[src/rtl/lcdseg_pkg.sv]
package lcdseg_pkg;
    // index of each control input inside the filter bank
    localparam int unsigned IN_SCLK  = 0;
    localparam int unsigned IN_SDATA = 1;
    localparam int unsigned IN_STB   = 2;
    localparam int unsigned IN_FRAME = 3;
    localparam int unsigned IN_BLANK = 4;
    localparam int unsigned N_IN     = 5;
endpackage

[src/rtl/lcdseg_deglitch.sv]
module lcdseg_deglitch #(
    parameter int unsigned SYNC_STAGES = 2,
    parameter int unsigned FILT_LEN    = 3
) (
    input  logic clk,
    input  logic rst_n,
    input  logic raw_i,
    output logic clean_o
);
    localparam int unsigned CW = $clog2(FILT_LEN + 1);

    typedef struct packed {
        logic [SYNC_STAGES-1:0] sync;
        logic [CW-1:0]          cnt;
        logic                   level;
    } filt_t;

    filt_t st_d, st_q;
    logic  smp;

    assign smp = st_q.sync[SYNC_STAGES-1];

    always_comb begin
        st_d      = st_q;
        st_d.sync = {st_q.sync[SYNC_STAGES-2:0], raw_i};
        if (smp == st_q.level) begin
            st_d.cnt = '0;
        end else if (st_q.cnt == CW'(FILT_LEN - 1)) begin
            st_d.level = smp;
            st_d.cnt   = '0;
        end else begin
            st_d.cnt = st_q.cnt + 1'b1;
        end
    end

    always_ff @(posedge clk or negedge rst_n) begin
        if (!rst_n) st_q <= '0;
        else        st_q <= st_d;
    end

    assign clean_o = st_q.level;
endmodule

[src/rtl/lcdseg_shifter.sv]
module lcdseg_shifter #(
    parameter int unsigned NSEG = 40
) (
    input  logic            clk,
    input  logic            rst_n,
    input  logic            sclk_f,
    input  logic            sdata_f,
    output logic [NSEG-1:0] chain_o,
    output logic            sout_o
);
    typedef struct packed {
        logic            sclk_prev;
        logic [NSEG-1:0] chain;
        logic            sout;
    } sh_t;

    sh_t  st_d, st_q;
    logic rise, fall;

    assign rise = sclk_f & ~st_q.sclk_prev;
    assign fall = ~sclk_f & st_q.sclk_prev;

    always_comb begin
        st_d           = st_q;
        st_d.sclk_prev = sclk_f;
        if (rise) st_d.chain = {st_q.chain[NSEG-2:0], sdata_f};
        if (fall) st_d.sout  = st_q.chain[NSEG-1];
    end

    always_ff @(posedge clk or negedge rst_n) begin
        if (!rst_n) st_q <= '0;
        else        st_q <= st_d;
    end

    assign chain_o = st_q.chain;
    assign sout_o  = st_q.sout;
endmodule

[src/rtl/lcdseg_drive.sv]
module lcdseg_drive #(
    parameter int unsigned NSEG = 40
) (
    input  logic            clk,
    input  logic            rst_n,
    input  logic [NSEG-1:0] chain_i,
    input  logic            stb_f,
    input  logic            frame_f,
    input  logic            blank_f,
    output logic [NSEG-1:0] latch_o,
    output logic [NSEG-1:0] seg_o
);
    typedef struct packed {
        logic [NSEG-1:0] latch;
        logic [NSEG-1:0] seg;
    } drv_t;

    drv_t st_d, st_q;

    always_comb begin
        st_d = st_q;
        if (stb_f) st_d.latch = chain_i;
        for (int i = 0; i < int'(NSEG); i++) begin
            st_d.seg[i] = blank_f ? frame_f : (frame_f ^ st_q.latch[i]);
        end
    end

    always_ff @(posedge clk or negedge rst_n) begin
        if (!rst_n) st_q <= '0;
        else        st_q <= st_d;
    end

    assign latch_o = st_q.latch;
    assign seg_o   = st_q.seg;
endmodule

[src/rtl/lcdseg_top.sv]
module lcdseg_top #(
    parameter int unsigned NSEG        = 40,
    parameter int unsigned SYNC_STAGES = 2,
    parameter int unsigned FILT_LEN    = 3
) (
    input  logic            clk,
    input  logic            rst_n,
    input  logic            sclk_i,
    input  logic            sdata_i,
    input  logic            strobe_i,
    input  logic            frame_i,
    input  logic            blank_i,
    output logic            sdata_o,
    output logic [NSEG-1:0] seg_o
);
    import lcdseg_pkg::*;

    logic [N_IN-1:0] raw_in, flt;
    logic            sclk_f, sdata_f, stb_f, frame_f, blank_f;
    logic [NSEG-1:0] chain, latch;

    assign raw_in[IN_SCLK]  = sclk_i;
    assign raw_in[IN_SDATA] = sdata_i;
    assign raw_in[IN_STB]   = strobe_i;
    assign raw_in[IN_FRAME] = frame_i;
    assign raw_in[IN_BLANK] = blank_i;

    for (genvar g = 0; g < int'(N_IN); g++) begin : g_filt
        lcdseg_deglitch #(
            .SYNC_STAGES(SYNC_STAGES),
            .FILT_LEN   (FILT_LEN)
        ) u_filt (
            .clk    (clk),
            .rst_n  (rst_n),
            .raw_i  (raw_in[g]),
            .clean_o(flt[g])
        );
    end

    assign sclk_f  = flt[IN_SCLK];
    assign sdata_f = flt[IN_SDATA];
    assign stb_f   = flt[IN_STB];
    assign frame_f = flt[IN_FRAME];
    assign blank_f = flt[IN_BLANK];

    lcdseg_shifter #(.NSEG(NSEG)) u_shift (
        .clk    (clk),
        .rst_n  (rst_n),
        .sclk_f (sclk_f),
        .sdata_f(sdata_f),
        .chain_o(chain),
        .sout_o (sdata_o)
    );

    lcdseg_drive #(.NSEG(NSEG)) u_drive (
        .clk    (clk),
        .rst_n  (rst_n),
        .chain_i(chain),
        .stb_f  (stb_f),
        .frame_f(frame_f),
        .blank_f(blank_f),
        .latch_o(latch),
        .seg_o  (seg_o)
    );
endmodule

[config.mk]
export PLATFORM = sky130hd
export DESIGN_NAME = lcdseg_top
export DESIGN_NICKNAME = d
export VERILOG_FILES = /design/src/rtl/lcdseg_pkg.sv /design/src/rtl/lcdseg_deglitch.sv /design/src/rtl/lcdseg_shifter.sv /design/src/rtl/lcdseg_drive.sv /design/src/rtl/lcdseg_top.sv
export SDC_FILE = /design/constraint.sdc
export NUM_CORES = 1
export LEC_CHECK = 0
export CORE_MARGIN = 5
export CORE_UTILIZATION = 31
export CTS_BUF_LIST = sky130_fd_sc_hd__clkbuf_4 sky130_fd_sc_hd__clkbuf_8
export CTS_CLUSTER_DIAMETER = 120
export DETAILED_ROUTE_END_ITERATION = 12
export PLACE_DENSITY = 0.48
export SLEW_MARGIN = 5
export SYNTH_ARGS = -nofsm -noshare
export SYNTH_HDL_FRONTEND = slang
export SYNTH_SLANG_ARGS = --single-unit
[constraint.sdc]
create_clock -name clk -period 1.6 [get_ports clk]
set_clock_uncertainty 0.05 [all_clocks]
set_input_delay 0.32 -clock clk [delete_from_list [all_inputs] [get_ports clk]]
set_output_delay 0.32 -clock clk [all_outputs]
set_load 0.01 [all_outputs]
==> results of run 1 <==
-- metrics by stage --
step                cell area [um^2]  hold WS, ns  instances  worst slack (ns)
CTS                             6830        0.219        655            0.0469
floorplan                       5690      -0.0256        353             0.335
detailed placement              6470        0.196        624             0.250
finish                          6830        0.259        655             0.100
global placement                6470        0.200        624             0.280
global route                    6830        0.236        655            0.0357
-- layer usage --
| metal | up-vias | track usage | share of wire | wire length (um) |
|---|---|---|---|---|
| met5 | - | 0 | 0 | 0 |
| met4 | 0 | 0.0527 | 0.029 | 264 |
| met2 | 44 | 0.149 | 0.48 | 4390 |
| met1 | 1383 | 0.114 | 0.45 | 4130 |
| met3 | 21 | 0.0308 | 0.036 | 325 |
| li1 | 1283 | - | - | - |
-- final timing paths --
path	startpoint	to	slack, ns	depth (start not counted)
max	u_shift.sout_o	sdata_o	0.10	1
min	strobe_i	g_filt[2].u_filt.st_d[4]	0.26	1
max reg2reg	u_shift.st_q[41]	u_shift.chain_o[8]	0.25	3
min reg2reg	g_filt[0].u_filt.st_d[4]	g_filt[0].u_filt.smp	0.30	0
max in group asynchronous	rst_n	g_filt[3].u_filt.clean_o	0.61	3
min in group asynchronous	rst_n	u_drive.seg_o[27]	0.29	2
-- area by class of cell --
type	count	area, um^2	area share
clock buffer	25	319	0.0467
clock inverter	5	75.1	0.0110
multi-input combinational	188	1880	0.275
sequential	147	3680	0.539
tap	229	287	0.0420
timing repair buffer	61	591	0.0865
-- flip-flops by register name (all words and copies together) (netlist names) --
| name | count |
|---|---|
| g_filt.u_filt.st_d | 5 |
| u_drive.latch_o | 40 |
| u_shift.sout_o | 1 |
| g_filt.u_filt.st_q | 10 |
| u_drive.seg_o | 40 |
| u_shift.st_q | 1 |
| u_shift.chain_o | 40 |
| g_filt.u_filt.clean_o | 5 |
| g_filt.u_filt.smp | 5 |
-- cell usage in the layout, fill, tap and decap left out, types with 8 or more instances in the layout --
cell type / n
dfrtp_1: 145
mux2_2: 46
xnor2_1: 45
dlygate4sd2_1: 41
nand2b_1: 40
mux2_4: 40
clkbuf_8: 21
buf_4: 8
-- power by group --
part,total (mW),leakage (nW),internal [mW],switching (mW)
Clock,2.88,0.209,1.60,1.28
Combinational,4.20,1.06,2.32,1.88
Sequential,5.28,1.89,4.80,0.479
-- cells by family (layout without fill, tap and decap cells) --
| family | count (synthesis) | in the layout | synth area share |
|---|---|---|---|
| DFF | 147 | 147 | 0.646 |
| muxes | 86 | 86 | 0.197 |
| and+or+nand+nor | 57 | 57 | 0.0638 |
| xor gates and xnor gates | 45 | 45 | 0.0693 |
| buffers and inverters | 18 | 91 | 0.0240 |
-- repair_timing --
| item | in CTS | in global routing |
|---|---|---|
| buffers inserted | 0 | 0 |
| hold endpoints to repair | 32 | 0 |
| hold buffers | 1 | 0 |
| setup endpoints to repair | 41 | 0 |
| resized for setup | 41 | 0 |
==> qor.yml, run 1 <==
outcome:
  status: "finished clean"
synth:
  synth.most_common_cell: "dfrtp_1"
  yosys.area.top_type: "dfrtp_1"
  syn_inst: 353
  ys_async_sr_fraction: 1.00
  postSynthAreaPerCell_um2: 16.1
  synth_edf_count: 0
  ys_top_cells_by_area: "dfrtp_1 (65%), mux2_4 (11%), mux2_2 (9.1%)"
  synth_flop_cell: "dfrtp_1"
  ys_seq_area_frac: 0.646
  synth_nets: 360
  synth_top_area_share: 0.646
  synth_common_cells: "dfrtp_1 (147), mux2_2 (46), xnor2_1 (45), mux2_4 (40), nand2b_1 (40)"
  synth_cell_type_count: 14
  synth_warnings: 0
  syn_area_um2: 5690
  synth-seq-cells: 147
setup_path:
  slowest_stage: "dfrtp_1"
  path_max_fanout: 2
  crit_path_start_kind: "register"
  cpLargestDelayFamily: "flip-flops"
  cp_slowest_stage_delay_ns: 0.40
  worstSetupEndpointType: "primary output"
  crit_chain: "dlygate4sd2_1"
  worstSetupPathType: "reg2out"
  worstPathArrival_ns: 1.13
  crit_buf_inv: 1
  cp.required_ns: 1.23
clock_tree:
  h-tree-depth: 4
  cts_sinks: 147
  clk_pin_slew_ns: 0.07
  worstSkewPairLatency_ns: 0.45
  clk_path_buf_depth: 2
  cts_tree: "yes"
  cts_made_buffers: 17
  root_buffer: "clkbuf_8"
floorplan:
  die_w_um: 145
  die_h_um: 145
  row_count: 49
  start_util: 0.316
  dieArea_um2: 21200
  num_io_pins: 48
  core_area_um2: 18000
sta:
  maxSlewViolCount: 0
  setup_tns_ns: 0
  period_needed_ns: 1.50
  hold_viol: 0
  relSlewSlack: 0.754
  post-route-period-util: 0.937
  max_freq_mhz: 667
  rsz0062_at_grt: "no"
  finalSetupViolations: 0
  tightest_slew_ns: 0.369
pwr:
  p_total_mw: 12.4
  p_leak_nw: 3.16
  cellPowerDensity_nw_per_um2: 1810
  ir_drop_v: 0.000715
routing:
  viasPerCell: 4.17
  drc: 0
  final_antenna_net_count: 0
  wire_per_inst_um: 13.9
  vias: 2731
  routed_wirelength_um: 9110
  drt_iter0_markers: 100
  dr.pass1.iters: 4
finish:
  diodes: 0
  fin_util: 0.379
  nets: 422
  fillCellCount: 1740
  final_layout_size_suffix_gt1_frac: 0.315
  area_growth_pct: 20.0
place:
  hpwl_um: 5840
  gp_congestion: 0.653
  io_buffers: 47
global_routing:
  track_usage: 0.0945
  grt_pass1_wl_um: 15900
  grt_max_degree: 49
  grt_pass1_vias: 3103
  antenna_found_initial: 0
  grt_overflow: 0
flow_run:
  cap_violations: 0
worst_hold_path:
  worstHoldPathType: "in2reg"
(Power assumes the default switching activity.)
==> inputs of run 2 (changes only) <==
Settings changed: GPL_ROUTABILITY_DRIVEN from default to 0, PLACE_DENSITY 0.48 to default.
==> run 2 against run 1 <==
Effect of this change: largest power group unchanged; sequential share of layout area about the same; critical path depth is the same; sequential power about the same; wire length fell by 2.1%; cell area hardly changed; combinational power down 2%; via count decreased by 0.22%; die area unchanged; first-iteration DRC count up 9.0%; core utilization is essentially flat; non-clock buffer count is 1 higher.
==> qor.yml, run 2 (synthesis gave the netlist of run 1 again) <==
outcome:
  status: "finished clean"  # unchanged
global_routing:
  track_usage: 0.0905  # was 0.0945
  grt_pass1_wl_um: 15400  # was 15900 um
  grt_overflow: 0  # unchanged
  antenna_found_initial: 0  # unchanged
  grt_max_degree: 49  # unchanged
  grt_pass1_vias: 3110  # was 3103
sta:
  max_freq_mhz: 674  # was 667 MHz
  setup_tns_ns: 0  # unchanged
  period_needed_ns: 1.48  # was 1.50 ns
  rsz0062_at_grt: "no"  # unchanged
  finalSetupViolations: 0  # unchanged
  holdWs_ns: 0.266  # was 0.259 ns
  post-route-period-util: 0.927  # was 0.937
  tightest_slew_ns: 0.469  # was 0.369 ns
  relSlewSlack: 0.687  # was 0.754
  maxSlewViolCount: 0  # unchanged
  hold_viol: 0  # unchanged
  worst_slack_ns: 0.117  # was 0.100 ns
setup_path:
  cp_slowest_stage_delay_ns: 0.38  # was 0.40 ns
  crit_buf_inv: 1  # unchanged
  worstSetupEndpointType: "primary output"  # unchanged
  cp.required_ns: 1.23  # about the same
  crit_chain: "dlygate4sd2_1"  # unchanged
  r2r_start: "u_shift.st_q[41]"  # unchanged
  rr_worst_depth: 3  # unchanged
  slowest_stage: "dfrtp_1"  # unchanged
  timing.rr.end: "u_shift.chain_o[6]"  # was u_shift.chain_o[8]
  crit_path_start: "u_shift.sout_o"  # unchanged
  worstSetupPathType: "reg2out"  # unchanged
  r2r_slack_ns: 0.24  # was 0.25 ns
  worstPathArrival_ns: 1.11  # was 1.13 ns
  crit_path_start_kind: "register"  # unchanged
  cpLargestDelayFamily: "flip-flops"  # unchanged
  path_max_fanout: 2  # unchanged
pwr:
  ir_drop_v: 0.000663  # was 0.000715 V
  cellPowerDensity_nw_per_um2: 1800  # was 1810 nW/um^2
  p_leak_nw: 3.14  # was 3.16 nW
routing:
  dr.pass1.iters: 4  # unchanged
  routed_wirelength_um: 8920  # was 9110 um
  vias: 2725  # was 2731
  drt_iter0_markers: 109  # was 100
  wire_per_inst_um: 13.6  # was 13.9 um
  viasPerCell: 4.14  # was 4.17
  final_antenna_net_count: 0  # unchanged
  drc: 0  # unchanged
clock_tree:
  worstSkewPairLatency_ns: 0.45  # about the same
  cts_tree: "yes"  # unchanged
  root_buffer: "clkbuf_8"  # unchanged
  clk_path_buf_depth: 2  # unchanged
  clk_pin_slew_ns: 0.07  # about the same
  cts_made_buffers: 17  # unchanged
  h-tree-depth: 4  # unchanged
  cts_sinks: 147  # unchanged
floorplan:
  die_w_um: 145  # unchanged
  start_util: 0.316  # unchanged
  dieArea_um2: 21200  # unchanged
  num_io_pins: 48  # unchanged
  core_area_um2: 18000  # unchanged
  row_count: 49  # unchanged
  die_h_um: 145  # unchanged
worst_hold_path:
  min_to: "g_filt[4].u_filt.st_d[4]"  # was g_filt[2].u_filt.st_d[4]
  hp-start: "blank_i"  # was strobe_i
  min_delay_path_depth: 1  # unchanged
  worstHoldPathType: "in2reg"  # unchanged
finish:
  mostFrequentLayoutCells: "dfrtp_1 (145), mux2_2 (46), xnor2_1 (45)"  # unchanged
  final_layout_size_suffix_gt1_frac: 0.319  # was 0.315
  fillCellCount: 1707  # was 1740
  diodes: 0  # unchanged
  layout_commonest_cell: "dfrtp_1"  # unchanged
  nets: 423  # was 422
  area_growth_pct: 20.1  # was 20.0%
place:
  io_buffers: 47  # unchanged
  dp_slack_ns: 0.246  # was 0.250 ns
  hpwl_um: 5860  # was 5840 um
flow_run:
  cap_violations: 0  # unchanged
==> run 2: cell count changes in the layout (fill, tap and decap cells not counted) <==
cell / delta
clkbuf_8: -2
clkinv_4: +2
clkbuf_4: -2
clkinv_2: -2
buf_4: +2
clkinvlp_4: +5
buf_12: -1
inv_6: +1
==> run 2: worst max path at each step <==
stage / depth (start not counted) / endpoint
after global placement: 3 / u_shift.chain_o[14]
after detailed placement: 3 / u_shift.chain_o[13]
after floorplan: 3 / u_shift.chain_o[0]
final: 1 / sdata_o
after global routing: 1 / sdata_o
after CTS: 1 / sdata_o
==> run 2: worst reg2reg max path: cells and delay by family (launching register included) <==
family | cells | cell delay, ns
mux | 1 | 0.33
buf+inv | 1 | 0.21
simple gates | 1 | 0.28
flops | 1 | 0.37
==> run 2: cell type report <==
| type | count | area [um^2] | share of cell area |
|---|---|---|---|
| Tap cell | 229 | 287 | 0.0419 |
| Timing Repair Buffer | 62 | 586 | 0.0857 |
| Clock inverter | 11 | 129 | 0.0189 |
| Clock buffer | 21 | 277 | 0.0405 |
| Multi-Input combinational cell | 188 | 1880 | 0.274 |
| Sequential cell | 147 | 3680 | 0.539 |
==> run 2: layer usage <==
| metal | part of all wire | up-vias | GRT usage |
|---|---|---|---|
| met5 | 0 | - | 0 |
| met4 | 0.021 | 0 | 0.0434 |
| met3 | 0.043 | 16 | 0.0327 |
| met2 | 0.49 | 46 | 0.145 |
| met1 | 0.45 | 1372 | 0.109 |
| li1 | - | 1291 | - |
==> run 2: metrics by stage <==
stage / utilization / instance area [um^2] / power (mW) / cells
floorplan: - / 5690 / 8.34 / 353
CTS: 0.379 / 6830 / 12.5 / 658
detailed placement: 0.359 / 6470 / 9.98 / 625
global route: 0.379 / 6830 / 13.1 / 658
global placement: 0.359 / 6470 / 9.89 / 625
finish: 0.379 / 6830 / 12.3 / 658
==> run 2: where the power goes <==
part           switching, mW  internal [mW]  leakage, nW
clock                   1.36           1.51        0.191
sequential             0.492           4.80         1.89
combinational           1.84           2.28         1.06
total                   3.70           8.59         3.14
==> run 2: what timing repair did <==
item,4_1_cts,5_1_grt
hold buffers,1,0
setup buffers,0,0
endpoints found under the setup margin,41,0
gates resized for setup,41,0
endpoints found under the hold margin,42,0
